**src/rtl/dmp_pkg.sv**
```systemverilog
package dmp_pkg;
   localparam int PCW = 6;

   typedef enum logic [1:0] {
      PS_8  = 2'd0,
      PS_16 = 2'd1,
      PS_32 = 2'd2,
      PS_XX = 2'd3
   } ps_sel_e;

   // Base modulus P for a select code; 0 marks the illegal code.
   function automatic logic [PCW-1:0] ps_mod(input logic [1:0] s);
      case (s)
         2'd0:    ps_mod = PCW'(8);
         2'd1:    ps_mod = PCW'(16);
         2'd2:    ps_mod = PCW'(32);
         default: ps_mod = '0;
      endcase
   endfunction
endpackage

```
**src/rtl/dmp_prescaler.sv**
```systemverilog
module dmp_prescaler #(
   parameter int             PCW     = 6,
   parameter logic [PCW-1:0] RST_VAL = 7
) (
   input  logic           clk,
   input  logic           rst_n,
   input  logic [PCW-1:0] rl_val,
   output logic           tc
);
   logic [PCW-1:0] pcnt_q;

   assign tc = (pcnt_q == '0);

   always_ff @(posedge clk or negedge rst_n) begin
      if (!rst_n)  pcnt_q <= RST_VAL;
      else if (tc) pcnt_q <= rl_val;
      else         pcnt_q <= pcnt_q - 1'b1;
   end
endmodule

```
**src/rtl/dmp_ab_counters.sv**
```systemverilog
module dmp_ab_counters #(
   parameter int            AW    = 6,
   parameter int            BW    = 13,
   parameter logic [AW-1:0] RST_A = '0,
   parameter logic [BW-1:0] RST_B = 1
) (
   input  logic          clk,
   input  logic          rst_n,
   input  logic          pre_tc,
   input  logic          load,
   input  logic [AW-1:0] ld_a,
   input  logic [BW-1:0] ld_b,
   output logic [AW-1:0] a_cnt,
   output logic [AW-1:0] a_dec,
   output logic          b_last
);
   logic [AW-1:0] a_q;
   logic [BW-1:0] b_q;

   assign a_cnt  = a_q;
   assign a_dec  = (a_q != '0) ? a_q - 1'b1 : a_q;
   assign b_last = (b_q == BW'(1));

   always_ff @(posedge clk or negedge rst_n) begin
      if (!rst_n) begin
         a_q <= RST_A;
         b_q <= RST_B;
      end else if (load) begin
         a_q <= ld_a;
         b_q <= ld_b;
      end else if (pre_tc) begin
         a_q <= a_dec;
         b_q <= b_q - 1'b1;
      end
   end
endmodule

```
**src/rtl/dmp_cfg_guard.sv**
```systemverilog
module dmp_cfg_guard
   import dmp_pkg::*;
#(
   parameter int            AW      = 6,
   parameter int            BW      = 13,
   parameter logic [AW-1:0] RST_A   = '0,
   parameter logic [BW-1:0] RST_B   = 1,
   parameter logic [1:0]    RST_SEL = 2'd0
) (
   input  logic           clk,
   input  logic           rst_n,
   input  logic [AW-1:0]  a_in,
   input  logic [BW-1:0]  b_in,
   input  logic [1:0]     sel_in,
   input  logic           take,
   output logic [AW-1:0]  nxt_a,
   output logic [BW-1:0]  nxt_b,
   output logic [PCW-1:0] nxt_p,
   output logic [PCW-1:0] act_p,
   output logic           cfg_err
);
   localparam int CW = (AW > PCW) ? AW : PCW;

   logic [AW-1:0]  act_a_q;
   logic [BW-1:0]  act_b_q;
   logic [1:0]     act_s_q;
   logic           err_q;
   logic [PCW-1:0] p_in;
   logic           bad;

   assign p_in = ps_mod(sel_in);
   assign bad  = (sel_in == PS_XX)
              || (CW'(a_in) >= CW'(p_in))
              || (b_in < BW'(a_in))
              || (b_in == '0);

   assign act_p   = ps_mod(act_s_q);
   assign nxt_a   = bad ? act_a_q : a_in;
   assign nxt_b   = bad ? act_b_q : b_in;
   assign nxt_p   = bad ? act_p   : p_in;
   assign cfg_err = err_q;

   always_ff @(posedge clk or negedge rst_n) begin
      if (!rst_n) begin
         act_a_q <= RST_A;
         act_b_q <= RST_B;
         act_s_q <= RST_SEL;
         err_q   <= 1'b0;
      end else begin
         err_q <= bad;
         if (take && !bad) begin
            act_a_q <= a_in;
            act_b_q <= b_in;
            act_s_q <= sel_in;
         end
      end
   end
endmodule

```
**src/rtl/dmp_divider.sv**
```systemverilog
module dmp_divider
   import dmp_pkg::*;
#(
   parameter int            AW      = 6,
   parameter int            BW      = 13,
   parameter logic [AW-1:0] RST_A   = '0,
   parameter logic [BW-1:0] RST_B   = 1,
   parameter logic [1:0]    RST_SEL = 2'd0
) (
   input  logic          clk,
   input  logic          rst_n,
   input  logic [AW-1:0] swallow_in,
   input  logic [BW-1:0] main_in,
   input  logic [1:0]    ps_sel,
   output logic          div_pulse,
   output logic          mod_ctl,
   output logic          cfg_err
);
   localparam logic [PCW-1:0] P0     = ps_mod(RST_SEL);
   localparam logic [PCW-1:0] RST_PC = (RST_A != '0) ? P0 : P0 - 1'b1;

   // Elaboration checks on the parameter set
   generate
      if (AW < 5) begin : g_chk_aw
         $error("AW must cover A up to 31");
      end
      if (BW < AW) begin : g_chk_bw
         $error("BW must be at least AW");
      end
      if (RST_SEL == 2'd3 || RST_B == '0 || RST_B < BW'(RST_A)) begin : g_chk_rst
         $error("reset setting must be legal");
      end
   endgenerate

   logic           pre_tc;
   logic           term;
   logic           b_last;
   logic [AW-1:0]  a_cnt;
   logic [AW-1:0]  a_dec;
   logic [AW-1:0]  nxt_a;
   logic [BW-1:0]  nxt_b;
   logic [PCW-1:0] nxt_p;
   logic [PCW-1:0] act_p;
   logic [PCW-1:0] p_use;
   logic           a_go;
   logic [PCW-1:0] rl_val;

   assign term      = pre_tc & b_last;
   assign p_use     = term ? nxt_p : act_p;
   assign a_go      = term ? (nxt_a != '0) : (a_dec != '0);
   assign rl_val    = a_go ? p_use : p_use - 1'b1;
   assign div_pulse = term;
   assign mod_ctl   = (a_cnt != '0);

   dmp_cfg_guard #(
      .AW(AW), .BW(BW), .RST_A(RST_A), .RST_B(RST_B), .RST_SEL(RST_SEL)
   ) u_guard (
      .clk(clk), .rst_n(rst_n),
      .a_in(swallow_in), .b_in(main_in), .sel_in(ps_sel), .take(term),
      .nxt_a(nxt_a), .nxt_b(nxt_b), .nxt_p(nxt_p), .act_p(act_p),
      .cfg_err(cfg_err)
   );

   dmp_prescaler #(
      .PCW(PCW), .RST_VAL(RST_PC)
   ) u_pre (
      .clk(clk), .rst_n(rst_n), .rl_val(rl_val), .tc(pre_tc)
   );

   dmp_ab_counters #(
      .AW(AW), .BW(BW), .RST_A(RST_A), .RST_B(RST_B)
   ) u_ab (
      .clk(clk), .rst_n(rst_n), .pre_tc(pre_tc), .load(term),
      .ld_a(nxt_a), .ld_b(nxt_b),
      .a_cnt(a_cnt), .a_dec(a_dec), .b_last(b_last)
   );
endmodule

```
**config.mk**
```make
export PLATFORM = sky130hd
export DESIGN_NAME = dmp_divider
export DESIGN_NICKNAME = d
export VERILOG_FILES = /design/src/rtl/dmp_pkg.sv /design/src/rtl/dmp_prescaler.sv /design/src/rtl/dmp_ab_counters.sv /design/src/rtl/dmp_cfg_guard.sv /design/src/rtl/dmp_divider.sv
export SDC_FILE = /design/constraint.sdc
export NUM_CORES = 1
export LEC_CHECK = 0
export ABC_AREA = 1
export BUFFER_PORTS_ARGS = -buffer_cell sky130_fd_sc_hd__buf_2
export CELL_PAD_IN_SITES_DETAIL_PLACEMENT = 1
export CELL_PAD_IN_SITES_GLOBAL_PLACEMENT = 1
export CORE_MARGIN = 2
export CORE_UTILIZATION = 25
export CTS_CLUSTER_DIAMETER = 30
export CTS_CLUSTER_SIZE = 16
export DETAILED_ROUTE_END_ITERATION = 16
export GPL_ROUTABILITY_DRIVEN = 1
export PLACE_DENSITY_LB_ADDON = 0.1
export SLEW_MARGIN = 20
export SYNTH_ARGS = -nofsm -noshare
export SYNTH_HDL_FRONTEND = slang
export SYNTH_HIERARCHICAL = 1
export SYNTH_SLANG_ARGS = --single-unit
```
**constraint.sdc**
```tcl
create_clock -name clk -period 2.4 [get_ports clk]
set_input_delay 0.48 -clock clk [delete_from_list [all_inputs] [get_ports clk]]
set_output_delay 0.48 -clock clk [all_outputs]
set_load 0.03 [all_outputs]
```
==> results of run 1 <==
## Yosys cell counts (all sizes together), types with 2 or more instances
library cell	count	share of area
nand3	54	0.075
nand2	211	0.23
a21oi	3	0.0072
xnor2	2	0.0048
ha	15	0.051
dfstp	5	0.036
dfrtp	42	0.29
clkbuf	3	0.0031
o221ai	2	0.0048
o21ai	14	0.020
nor3	2	0.0027
nor4	2	0.0034
nor2	55	0.070
xor2	5	0.012
nand4	27	0.050
a22oi	10	0.021
buf	23	0.039
a21boi	2	0.0041
inv	65	0.067
nand3b	2	0.0041
## worst max-delay path, stage by stage
cell and delay, ns:
sky130_fd_sc_hd__buf_8 0.11, sky130_fd_sc_hd__nor2_4 0.12, sky130_fd_sc_hd__ha_4 0.21, sky130_fd_sc_hd__inv_2 0.04, sky130_fd_sc_hd__nor2_2 0.03, sky130_fd_sc_hd__nand2_1 0.06, sky130_fd_sc_hd__nand2_1 0.07, sky130_fd_sc_hd__nand2_2 0.07
sky130_fd_sc_hd__nand2_2 0.06, sky130_fd_sc_hd__a21oi_4 0.23, sky130_fd_sc_hd__nand2_4 0.14, sky130_fd_sc_hd__nand2_2 0.11, sky130_fd_sc_hd__nand2_2 0.06, sky130_fd_sc_hd__inv_2 0.05, sky130_fd_sc_hd__nand2_2 0.05, sky130_fd_sc_hd__nor2_4 0.12
sky130_fd_sc_hd__nand2_4 0.08, sky130_fd_sc_hd__nand2_8 0.09, sky130_fd_sc_hd__nand2_2 0.06, sky130_fd_sc_hd__xor2_1 0.16, sky130_fd_sc_hd__nand2_1 0.07, sky130_fd_sc_hd__o21ai_1 0.08
## layout make-up
class / count / area [sq um]
multi-input combinational: 416 / 2220
timing repair buffer: 86 / 639
clock inverter: 3 / 71.3
tap: 184 / 230
inverter: 66 / 258
sequential: 47 / 1180
clock buffer: 5 / 125
fill: 1857 / 9690
## worst max path at each step
stage,to,slack (ns),depth (start not counted)
6_report,u_pre/pcnt_q[2],0.10,22
5_1_grt,u_pre/pcnt_q[2],-0.12,22
4_1_cts,u_pre/pcnt_q[2],0.008,20
3_5_place_dp,u_pre/pcnt_q[2],-0.41,20
3_3_place_gp,u_pre/pcnt_q[1],-0.29,19
2_1_floorplan,u_pre/pcnt_q[5],0.007,23
## routing by layer
metal / global-route usage / vias to the layer above / share of wire
li1: - / 1887 / -
met1: 0.216 / 1733 / 0.51
met2: 0.264 / 36 / 0.46
met3: 0.0266 / 7 / 0.023
met4: 0.0333 / 0 / 0.0099
met5: 0 / - / 0
## sequential cells by signal (all words and copies together) (netlist names)
signal           cells
u_ab/b_q            13
u_guard/act_b_q     13
u_ab/a_cnt           6
u_guard/act_a_q      6
u_pre/pcnt_q         6
u_guard/act_s_q      2
u_guard/cfg_err      1
## metrics by stage
| stage | utilization | TNS [ns] | area [sq um] | total power (W) | hold WS (ns) |
|---|---|---|---|---|---|
| finish | 0.328 | 0 | 4730 | 0.00209 | 0.171 |
| global route | 0.328 | -0.350 | 4730 | 0.00219 | 0.205 |
| CTS | 0.318 | 0 | 4590 | 0.00211 | 0.194 |
| detailed placement | 0.300 | -4.36 | 4320 | 0.00109 | 0.466 |
| global placement | 0.300 | -1.79 | 4320 | 0.00109 | 0.458 |
| floorplan | - | 0 | 3700 | 0.000951 | 0.184 |
## logic make-up (layout without fill, tap and decap cells)
logic type	after synthesis	count (layout)	synth area share
compound gates	33	33	0.0610
fa+ha+maj	15	15	0.0514
xor+xnor	7	7	0.0168
other cells	1	6	0.00103
flops	47	47	0.324
simple gates	354	355	0.435
buf+inv	92	160	0.111
## power breakdown
part	leakage, nW	total (W)	switching (W)	internal [W]
registers	0.537	0.000794	0.000000482	0.000793
logic	1.78	0.000318	0.000184	0.000134
clock network	0.0959	0.000978	0.000372	0.000606
total	2.41	0.00209	0.000556	0.00153
## repair_timing
action | in CTS | in global routing
pin swaps | 2 | 20
buffers inserted | 6 | 5
setup endpoints to repair | 7 | 19
hold buffers | 0 | 0
resized for setup | 9 | 41
gates cloned | 1 | 0
==> impl_metrics.prom, run 1 <==
# TYPE chip_impl_metric gauge
chip_impl_metric{name="drt_drc_violations_left",unit=""} 0
chip_impl_metric{name="syn_to_final_growth",unit="%"} 29.6
chip_impl_info{name="r2r_path_start",value="u_pre/pcnt_q[0]"} 1
chip_impl_info{name="end_kind",value="flip-flop"} 1
chip_impl_metric{name="placed_cells",unit=""} 789
chip_impl_metric{name="grt_pass1_wl",unit="microns"} 20100
chip_impl_metric{name="number_of_library_cell_types_mapped_by_synthesis",unit=""} 38
chip_impl_metric{name="fin_crit_share",unit=""} 0.958
chip_impl_info{name="worst_setup_path_start_kind",value="primary input"} 1
chip_impl_metric{name="rows",unit=""} 44
chip_impl_metric{name="first_iter_violations",unit=""} 114
chip_impl_metric{name="fp.dieArea",unit="sq um"} 15600
chip_impl_metric{name="critPathArrivalTime",unit="ns"} 2.54
chip_impl_metric{name="timing.clock.skew",unit="ns"} 0.00581
chip_impl_metric{name="critPathMaxFanout",unit=""} 8
chip_impl_metric{name="global_route_usage_over_all_layers",unit=""} 0.158
chip_impl_metric{name="clock_insertion_delay_at_the_later_pin_of_the_skew_report",unit="ns"} 0.31
chip_impl_metric{name="nets",unit=""} 660
chip_impl_metric{name="clock_sinks",unit=""} 47
chip_impl_info{name="critPathLaunch",value="ps_sel[0]"} 1
chip_impl_metric{name="max-clock-path-buffers",unit=""} 2
chip_impl_metric{name="layoutNonFillerInstCount",unit=""} 807
chip_impl_metric{name="leak",unit="nW"} 2.41
chip_impl_metric{name="numCtsBuffers",unit=""} 5
chip_impl_metric{name="cts_htree_levels",unit=""} 2
chip_impl_metric{name="worst_r2r_path_depth",unit=""} 12
chip_impl_metric{name="gp_congestion",unit=""} 0.815
chip_impl_metric{name="synth.avg_cell_area",unit="sq um"} 6.65
chip_impl_metric{name="num_io_pins",unit=""} 26
chip_impl_metric{name="worst-endpoint-required",unit="ns"} 2.64
chip_impl_info{name="layout.cells.most_common_list",value="178 x sky130_fd_sc_hd__nand2_1, 59 x sky130_fd_sc_hd__buf_4, 51 x sky130_fd_sc_hd__nand3_1"} 1
chip_impl_info{name="worst_setup_path_type",value="in -> reg"} 1
chip_impl_metric{name="antenna_cells",unit=""} 0
chip_impl_metric{name="route.vias.total",unit=""} 3663
chip_impl_metric{name="fin_crit",unit="ns"} 2.30
chip_impl_metric{name="setup-violations-final",unit=""} 0
chip_impl_metric{name="power.density_cell_area",unit="nW/um^2"} 442
chip_impl_metric{name="ys.warnings.count",unit=""} 6
chip_impl_metric{name="synth-seq-cells",unit=""} 47
chip_impl_metric{name="report.final.hold_viol_count",unit=""} 0
chip_impl_info{name="tritoncts_clock_tree",value="built"} 1
chip_impl_metric{name="io_buffers",unit=""} 25
chip_impl_metric{name="post_synth_instance_area",unit="sq um"} 3650
chip_impl_metric{name="routed_wirelength",unit="microns"} 11700
chip_impl_metric{name="post-dp-hpwl",unit="microns"} 8690
chip_impl_metric{name="drt_first_pass_iters",unit=""} 4
chip_impl_info{name="synth-main-ff-cell",value="sky130_fd_sc_hd__dfrtp_1"} 1
chip_impl_info{name="rr_endpoint",value="u_ab/b_q[4]"} 1
chip_impl_metric{name="die_height",unit="microns"} 125
chip_impl_metric{name="number_of_enable_type_register_cells_in_the_synthesized_netlist",unit=""} 0
chip_impl_metric{name="syn-instance-count",unit=""} 549
chip_impl_metric{name="worst_ir_drop_vdd",unit="uV"} 236
chip_impl_metric{name="antenna_violations_before_repair",unit=""} 0
chip_impl_info{name="layout.cells.most_common",value="sky130_fd_sc_hd__nand2_1"} 1
chip_impl_metric{name="global_route.overflow_total",unit=""} 0
chip_impl_metric{name="postRouteAntennaNets",unit=""} 0
chip_impl_metric{name="sequential_fraction_of_the_synthesis_area",unit=""} 0.324
chip_impl_metric{name="post_drt_wl_per_cell",unit="microns"} 14.5
chip_impl_info{name="cell_chosen_for_the_clock_root",value="sky130_fd_sc_hd__clkbuf_16"} 1
chip_impl_metric{name="die_w",unit="microns"} 125
chip_impl_info{name="run_status",value="finished, final reports clean"} 1
chip_impl_metric{name="relSlewSlack",unit=""} 0.611
chip_impl_metric{name="synth_async_sr_flop_share",unit=""} 1.00
chip_impl_metric{name="initial_core_util",unit=""} 0.253
chip_impl_metric{name="pre_cts_ws",unit="ns"} -0.411
chip_impl_metric{name="clk_pin_slew",unit="ns"} 0.07
chip_impl_metric{name="worst_slack",unit="ns"} 0.101
chip_impl_info{name="holdCritPathClass",value="in -> async"} 1
chip_impl_metric{name="rrSetupSlack",unit="ns"} 0.19
chip_impl_metric{name="slew_violations",unit=""} 0
chip_impl_metric{name="vias_in_the_first_global_route",unit=""} 3848
chip_impl_metric{name="tightest_slew",unit="ns"} 0.583
chip_impl_metric{name="core-area",unit="sq um"} 14400
chip_impl_metric{name="number_of_vias_per_cell",unit=""} 4.54
chip_impl_metric{name="post_route_cells_drive_above_1_share",unit=""} 0.279
chip_impl_metric{name="largest_net_degree_at_the_start_of_global_routing",unit=""} 29
chip_impl_metric{name="timing.max_cap.violations",unit=""} 0
chip_impl_metric{name="achievable_freq",unit="MHz"} 435
chip_impl_info{name="rsz0062_at_grt",value="true"} 1
Power figures use the tool's default switching activity.
==> run 2: changes to the inputs <==
--- a/config.mk
+++ b/config.mk
@@ -15,7 +15,7 @@
 export CTS_CLUSTER_SIZE = 16
 export DETAILED_ROUTE_END_ITERATION = 16
 export GPL_ROUTABILITY_DRIVEN = 1
-export PLACE_DENSITY_LB_ADDON = 0.1
+export PLACE_DENSITY_LB_ADDON = 0.3
 export SLEW_MARGIN = 20
 export SYNTH_ARGS = -nofsm -noshare
 export SYNTH_HDL_FRONTEND = slang
==> run 2 against run 1 <==
Effect of this change: clock skew up 0.0025 ns; final area down 1.3%; total power down 3.6%; worst setup slack worse by 0.032 ns; first-iteration DRC count up 34%; non-clock buffer count down 3; register-to-register slack worse by 0.11 ns; sequential share of layout area up 0.32 points; critical path type unchanged.
==> impl_metrics.prom, run 2 (synthesis results as in run 1) <==
# TYPE chip_impl_metric gauge
chip_impl_metric{name="initial_core_util",unit=""} 0.253
chip_impl_info{name="holdCritPathClass",value="in -> async"} 1
chip_impl_info{name="worst_setup_path_type",value="in -> reg"} 1
chip_impl_metric{name="hold_buffers",unit=""} 0
chip_impl_metric{name="die_w",unit="microns"} 125
chip_impl_metric{name="nets",unit=""} 657
chip_impl_metric{name="timing.max_cap.violations",unit=""} 0
chip_impl_info{name="r2r_path_start",value="u_pre/pcnt_q[1]"} 1
chip_impl_metric{name="clock_sinks",unit=""} 47
chip_impl_metric{name="worst-endpoint-required",unit="ns"} 2.57
chip_impl_metric{name="numCtsBuffers",unit=""} 5
chip_impl_metric{name="timing.hold.ws",unit="ns"} 0.286
chip_impl_metric{name="core-area",unit="sq um"} 14400
chip_impl_metric{name="worst_ir_drop_vdd",unit="uV"} 220
chip_impl_metric{name="cts_htree_levels",unit=""} 2
chip_impl_metric{name="critPathArrivalTime",unit="ns"} 2.50
chip_impl_metric{name="worst_r2r_path_depth",unit=""} 14
chip_impl_metric{name="clk_pin_slew",unit="ns"} 0.07
chip_impl_metric{name="drt_first_pass_iters",unit=""} 4
chip_impl_metric{name="grt_pass1_wl",unit="microns"} 19200
chip_impl_info{name="worst_setup_path_start_kind",value="primary input"} 1
chip_impl_metric{name="p_sw",unit="W"} 0.000506
chip_impl_metric{name="syn_to_final_growth",unit="%"} 27.8
chip_impl_metric{name="drt_drc_violations_left",unit=""} 0
chip_impl_metric{name="rows",unit=""} 44
chip_impl_metric{name="fin_crit_share",unit=""} 0.971
chip_impl_metric{name="relSlewSlack",unit=""} 0.447
chip_impl_metric{name="global_route.overflow_total",unit=""} 0
chip_impl_metric{name="post_drt_wl_per_cell",unit="microns"} 13.8
chip_impl_metric{name="number_of_vias_per_cell",unit=""} 4.58
chip_impl_info{name="cell_chosen_for_the_clock_root",value="sky130_fd_sc_hd__clkbuf_16"} 1
chip_impl_metric{name="vias_in_the_first_global_route",unit=""} 3972
chip_impl_metric{name="combinationalPowerShare",unit=""} 0.145
chip_impl_info{name="layout.cells.most_common_list",value="182 x sky130_fd_sc_hd__nand2_1, 57 x sky130_fd_sc_hd__buf_4, 51 x sky130_fd_sc_hd__inv_1, 51 x sky130_fd_sc_hd__nand3_1"} 1
chip_impl_metric{name="num_io_pins",unit=""} 26
chip_impl_info{name="registers_with_the_highest_flip_flop_counts",value="u_ab/b_q (13), u_guard/act_b_q (13)"} 1
chip_impl_metric{name="slew_violations",unit=""} 0
chip_impl_metric{name="fp.dieArea",unit="sq um"} 15600
chip_impl_metric{name="max-clock-path-buffers",unit=""} 2
chip_impl_metric{name="finalInstanceArea",unit="sq um"} 4670
chip_impl_metric{name="clockPowerShare",unit=""} 0.462
chip_impl_metric{name="post-route-util",unit=""} 0.324
chip_impl_metric{name="io_buffers",unit=""} 25
chip_impl_metric{name="antenna_violations_before_repair",unit=""} 0
chip_impl_metric{name="critPathMaxFanout",unit=""} 8
chip_impl_metric{name="share_seq_of_total_power",unit=""} 0.394
chip_impl_info{name="rr_endpoint",value="u_pre/pcnt_q[4]"} 1
chip_impl_metric{name="leak",unit="nW"} 2.39
chip_impl_metric{name="post_route_cells_drive_above_1_share",unit=""} 0.263
chip_impl_info{name="layout.cells.most_common",value="sky130_fd_sc_hd__nand2_1"} 1
chip_impl_metric{name="rrSetupSlack",unit="ns"} 0.08
chip_impl_metric{name="route.vias.total",unit=""} 3679
chip_impl_metric{name="timing.clock.skew",unit="ns"} 0.00829
chip_impl_metric{name="power_report.internal_total",unit="W"} 0.00151
chip_impl_metric{name="postPlaceCellArea",unit="sq um"} 4280
chip_impl_metric{name="pre_cts_ws",unit="ns"} -0.346
chip_impl_metric{name="fin_crit",unit="ns"} 2.33
chip_impl_metric{name="global_route_usage_over_all_layers",unit=""} 0.148
chip_impl_metric{name="report.final.hold_viol_count",unit=""} 0
chip_impl_metric{name="tightest_slew",unit="ns"} 0.830
chip_impl_metric{name="n_fill_cell",unit=""} 1855
chip_impl_metric{name="worst_slack",unit="ns"} 0.0687
chip_impl_metric{name="achievable_freq",unit="MHz"} 429
chip_impl_metric{name="timing.setup.tns",unit="ns"} 0
chip_impl_metric{name="antenna_cells",unit=""} 0
chip_impl_metric{name="postRouteAntennaNets",unit=""} 0
chip_impl_metric{name="gp_congestion",unit=""} 0.839
chip_impl_metric{name="setup-violations-final",unit=""} 0
chip_impl_metric{name="first_iter_violations",unit=""} 153
chip_impl_metric{name="post-dp-hpwl",unit="microns"} 8270
chip_impl_metric{name="routed_wirelength",unit="microns"} 11100
chip_impl_info{name="tritoncts_clock_tree",value="built"} 1
chip_impl_metric{name="clock_insertion_delay_at_the_later_pin_of_the_skew_report",unit="ns"} 0.29
chip_impl_metric{name="largest_net_degree_at_the_start_of_global_routing",unit=""} 34
chip_impl_metric{name="power.density_cell_area",unit="nW/um^2"} 432
chip_impl_metric{name="netSwitchingFraction",unit=""} 0.251
chip_impl_info{name="end_kind",value="flip-flop"} 1
chip_impl_metric{name="die_height",unit="microns"} 125
chip_impl_info{name="rsz0062_at_grt",value="true"} 1
chip_impl_info{name="run_status",value="finished, final reports clean"} 1
-- run 2: timing repair --
item / in CTS / in global routing
setup buffers: 5 / 2
pin swaps: 1 / 22
setup endpoints to repair: 6 / 17
resized for setup: 7 / 40
endpoints found under the hold margin: 0 / 0
cloned: 1 / 1
-- run 2: routing by layer --
layer / GRT usage / vias to the layer above / share of wire
li1: - / 1879 / -
met1: 0.196 / 1762 / 0.48
met2: 0.262 / 31 / 0.50
met3: 0.0133 / 7 / 0.014
met4: 0.0353 / 0 / 0.011
met5: 0 / - / 0
-- run 2: final cells by class --
class | count | area, sq um | area share
multi-input cells | 416 | 2200 | 0.472
flip-flops and latches | 47 | 1180 | 0.253
repair buffers | 83 | 596 | 0.128
inverters | 66 | 263 | 0.0563
well taps | 184 | 230 | 0.0493
clock buffers | 5 | 125 | 0.0268
clock inverters | 3 | 67.6 | 0.0145
-- run 2: worst max path at each step --
stage	startpoint	endpoint	slack [ns]	depth (start not counted)
floorplan	ps_sel[1]	u_pre/pcnt_q[5]	0.007	23
finish	ps_sel[0]	u_pre/pcnt_q[4]	0.07	23
detailed placement	swallow_in[3]	u_pre/pcnt_q[1]	-0.35	21
global placement	swallow_in[3]	u_pre/pcnt_q[1]	-0.28	21
CTS	u_ab/b_q[0]	div_pulse	0.01	7
global route	ps_sel[0]	u_pre/pcnt_q[4]	-0.10	23
-- run 2: power groups by stage --
stage,combinational (W),sequential (W),clock (W)
3_5_place_dp,0.000263,0.000809,0
3_3_place_gp,0.000256,0.000809,0
6_report,0.000291,0.000794,0.000930
4_1_cts,0.000278,0.000794,0.000958
5_1_grt,0.000330,0.000794,0.000995
2_1_floorplan,0.000137,0.000813,0
-- run 2: through the flow --
step | power (W) | instances
4_1_cts | 0.00203 | 801
2_1_floorplan | 0.000951 | 554
6_report | 0.00202 | 804
5_1_grt | 0.00212 | 804
3_3_place_gp | 0.00107 | 787
3_5_place_dp | 0.00107 | 787
-- run 2: worst max-delay path: stages --
cell                      delay (ns)
sky130_fd_sc_hd__buf_8          0.10
sky130_fd_sc_hd__nor2_4         0.12
sky130_fd_sc_hd__ha_4           0.21
sky130_fd_sc_hd__inv_2          0.04
sky130_fd_sc_hd__nor2_1         0.03
sky130_fd_sc_hd__nand2_1        0.07
sky130_fd_sc_hd__nand2_1        0.06
sky130_fd_sc_hd__nand2_1        0.08
sky130_fd_sc_hd__nand2_2        0.06
sky130_fd_sc_hd__a21oi_4        0.22
sky130_fd_sc_hd__nand2_4        0.13
sky130_fd_sc_hd__nand2_1        0.08
sky130_fd_sc_hd__nand2_1        0.07
sky130_fd_sc_hd__inv_1          0.07
sky130_fd_sc_hd__nand2_2        0.06
sky130_fd_sc_hd__nor2_4         0.08
sky130_fd_sc_hd__nand2_2        0.09
sky130_fd_sc_hd__nand2_4        0.12
sky130_fd_sc_hd__nand3_2        0.06
sky130_fd_sc_hd__nand2_1        0.07
sky130_fd_sc_hd__nand2_1        0.05
sky130_fd_sc_hd__nand2_1        0.07
sky130_fd_sc_hd__nand3_1        0.07
==> run 3: changes to the inputs <==
--- a/config.mk
+++ b/config.mk
@@ -15,7 +15,7 @@
 export CTS_CLUSTER_SIZE = 16
 export DETAILED_ROUTE_END_ITERATION = 16
 export GPL_ROUTABILITY_DRIVEN = 1
-export PLACE_DENSITY_LB_ADDON = 0.3
+export PLACE_DENSITY = 0.59
 export SLEW_MARGIN = 20
 export SYNTH_ARGS = -nofsm -noshare
 export SYNTH_HDL_FRONTEND = slang
==> run 3 against run 2 <==
Effect of this change: non-clock buffer count shrank 1; maximum frequency is 1.1% lower; critical path depth decreased by 2; hold slack worse by 0.15 ns; worst setup slack got worse by 0.026 ns; via count up 0.43%; largest cell class unchanged; largest power group is now sequential cells.
==> impl_metrics.prom, run 3 (synthesis results as in run 1) <==
# TYPE chip_impl_metric gauge
chip_impl_metric{name="clock_insertion_delay_at_the_later_pin_of_the_skew_report",unit="ns"} 0.29
chip_impl_metric{name="postRouteAntennaNets",unit=""} 0
chip_impl_metric{name="vias_in_the_first_global_route",unit=""} 3800
chip_impl_metric{name="grt_pass1_wl",unit="microns"} 18600
chip_impl_info{name="rsz0062_at_grt",value="true"} 1
chip_impl_metric{name="largest_net_degree_at_the_start_of_global_routing",unit=""} 28
chip_impl_info{name="holdCritPathClass",value="in -> async"} 1
chip_impl_metric{name="fin_crit",unit="ns"} 2.36
chip_impl_metric{name="share_seq_of_total_power",unit=""} 0.426
chip_impl_metric{name="power_report.internal_total",unit="W"} 0.00137
chip_impl_info{name="registers_with_the_highest_flip_flop_counts",value="u_ab/b_q (13), u_guard/act_b_q (13)"} 1
chip_impl_metric{name="post_drt_wl_per_cell",unit="microns"} 13.9
chip_impl_metric{name="clockPowerShare",unit=""} 0.407
chip_impl_metric{name="worst_ir_drop_vdd",unit="uV"} 290
chip_impl_metric{name="setup-violations-final",unit=""} 0
chip_impl_metric{name="leak",unit="nW"} 2.38
chip_impl_metric{name="nets",unit=""} 656
chip_impl_metric{name="post-dp-hpwl",unit="microns"} 8530
chip_impl_metric{name="drt_drc_violations_left",unit=""} 0
chip_impl_info{name="run_status",value="finished, final reports clean"} 1
chip_impl_metric{name="slew_violations",unit=""} 0
chip_impl_metric{name="syn_to_final_growth",unit="%"} 27.3
chip_impl_metric{name="first_iter_violations",unit=""} 115
chip_impl_metric{name="cts_htree_levels",unit=""} 2
chip_impl_metric{name="routed_wirelength",unit="microns"} 11200
chip_impl_metric{name="max-clock-path-buffers",unit=""} 2
chip_impl_info{name="end_kind",value="flip-flop"} 1
chip_impl_metric{name="clk_pin_slew",unit="ns"} 0.07
chip_impl_metric{name="global_route.overflow_total",unit=""} 0
chip_impl_metric{name="hold_buffers",unit=""} 0
chip_impl_metric{name="critPathArrivalTime",unit="ns"} 2.53
chip_impl_metric{name="io_buffers",unit=""} 25
chip_impl_metric{name="timing.clock.skew",unit="ns"} 0.00649
chip_impl_metric{name="fin_crit_share",unit=""} 0.982
chip_impl_info{name="cell_chosen_for_the_clock_root",value="sky130_fd_sc_hd__clkbuf_16"} 1
chip_impl_metric{name="die_w",unit="microns"} 125
chip_impl_metric{name="number_of_vias_per_cell",unit=""} 4.60
chip_impl_metric{name="power.density_cell_area",unit="nW/um^2"} 401
chip_impl_metric{name="gp_congestion",unit=""} 0.848
chip_impl_info{name="worst_setup_path_type",value="in -> reg"} 1
chip_impl_metric{name="p_sw",unit="W"} 0.000493
chip_impl_metric{name="numCtsBuffers",unit=""} 5
chip_impl_metric{name="antenna_violations_before_repair",unit=""} 0
chip_impl_metric{name="netSwitchingFraction",unit=""} 0.265
chip_impl_info{name="tritoncts_clock_tree",value="built"} 1
chip_impl_metric{name="global_route_usage_over_all_layers",unit=""} 0.144
chip_impl_metric{name="combinationalPowerShare",unit=""} 0.167
chip_impl_metric{name="die_height",unit="microns"} 125
chip_impl_metric{name="clock_sinks",unit=""} 47
chip_impl_metric{name="initial_core_util",unit=""} 0.253
chip_impl_metric{name="timing.max_cap.violations",unit=""} 0
chip_impl_info{name="layout.cells.most_common_list",value="181 x sky130_fd_sc_hd__nand2_1, 55 x sky130_fd_sc_hd__buf_4, 51 x sky130_fd_sc_hd__nand3_1"} 1
chip_impl_metric{name="worst_r2r_path_depth",unit=""} 13
chip_impl_metric{name="antenna_cells",unit=""} 0
chip_impl_metric{name="post_route_cells_drive_above_1_share",unit=""} 0.270
chip_impl_metric{name="report.final.hold_viol_count",unit=""} 0
chip_impl_metric{name="num_io_pins",unit=""} 26
chip_impl_metric{name="achievable_freq",unit="MHz"} 424
chip_impl_metric{name="core-area",unit="sq um"} 14400
chip_impl_metric{name="critPathMaxFanout",unit=""} 6
chip_impl_metric{name="worst-endpoint-required",unit="ns"} 2.58
chip_impl_info{name="layout.cells.most_common",value="sky130_fd_sc_hd__nand2_1"} 1
chip_impl_metric{name="rows",unit=""} 44
chip_impl_metric{name="drt_first_pass_iters",unit=""} 4
chip_impl_metric{name="timing.hold.ws",unit="ns"} 0.132
chip_impl_metric{name="route.vias.total",unit=""} 3695
chip_impl_info{name="worst_setup_path_start_kind",value="primary input"} 1
chip_impl_metric{name="fp.dieArea",unit="sq um"} 15600
chip_impl_metric{name="post-route-util",unit=""} 0.322
==> run 3: power groups by stage <==
stage                     registers, W  clock network [W]  logic, W
after CTS                     0.000794           0.000788  0.000275
after global routing          0.000794           0.000820  0.000347
after global placement        0.000809                  0  0.000266
after floorplan               0.000813                  0  0.000137
final                         0.000794           0.000759  0.000311
after detailed placement      0.000809                  0  0.000273
==> run 3: critical path: stages <==
cell and delay (ns):
sky130_fd_sc_hd__buf_8 0.10, sky130_fd_sc_hd__nor2_4 0.13, sky130_fd_sc_hd__ha_4 0.21, sky130_fd_sc_hd__inv_2 0.04
sky130_fd_sc_hd__nor2_1 0.03, sky130_fd_sc_hd__nand2_1 0.06, sky130_fd_sc_hd__nand2_1 0.05, sky130_fd_sc_hd__nand2_1 0.07
sky130_fd_sc_hd__nand2_2 0.07, sky130_fd_sc_hd__a21oi_4 0.24, sky130_fd_sc_hd__buf_4 0.16, sky130_fd_sc_hd__clkbuf_16 0.13
sky130_fd_sc_hd__nand3_1 0.09, sky130_fd_sc_hd__nand2_1 0.09, sky130_fd_sc_hd__nand3_1 0.07, sky130_fd_sc_hd__nand2_1 0.17
sky130_fd_sc_hd__inv_1 0.07, sky130_fd_sc_hd__nand4_1 0.09, sky130_fd_sc_hd__nand2_1 0.05, sky130_fd_sc_hd__nand2_1 0.06
sky130_fd_sc_hd__nand3_1 0.06
==> run 3: area by class of cell <==
cell class | instances | area (sq um)
Tap cell | 184 | 230
Clock inverter | 1 | 7.51
Inverter | 66 | 258
Multi-Input combinational cell | 416 | 2200
Sequential cell | 47 | 1180
Fill cell | 1825 | 9780
Timing Repair Buffer | 82 | 614
Clock buffer | 7 | 153
==> run 3: metrics by stage <==
stage | std cells | TNS (ns) | cell area (sq um) | worst slack, ns | power [W]
finish | 803 | 0 | 4650 | 0.0424 | 0.00186
global route | 803 | -0.590 | 4650 | -0.128 | 0.00196
floorplan | 554 | 0 | 3700 | 0.00688 | 0.000951
global placement | 785 | -1.44 | 4280 | -0.236 | 0.00108
detailed placement | 785 | -2.41 | 4280 | -0.327 | 0.00108
CTS | 795 | 0 | 4460 | 0.00808 | 0.00186
==> run 3: path summary, 6_finish.rpt <==
kind / start / endpoint / slack [ns]
max: ps_sel[0] / u_pre/pcnt_q[4] / 0.04
min: rst_n / u_ab/a_cnt[5] / 0.13
max reg2reg: u_ab/b_q[0] / u_pre/pcnt_q[4] / 0.14
min reg2reg: u_guard/act_b_q[0] / u_guard/act_b_q[0] / 0.48
max in group asynchronous: rst_n / u_ab/b_q[0] / 1.58
min in group clk: main_in[0] / u_guard/act_b_q[0] / 0.44
==> run 3: timing repair <==
action                                  4_1_cts  5_1_grt
setup buffers                                 2        6
pin swaps                                     1       21
gates resized for setup                       3       43
endpoints found under the setup margin        5       18
cloned                                        0        2
==> run 3: metal layers <==
layer | vias to the layer above | track usage | routed length [microns]
li1 | 1873 | - | -
met1 | 1773 | 0.189 | 5280
met2 | 42 | 0.252 | 5590
met3 | 7 | 0.0172 | 220
met4 | 0 | 0.0314 | 117
met5 | - | 0 | 0
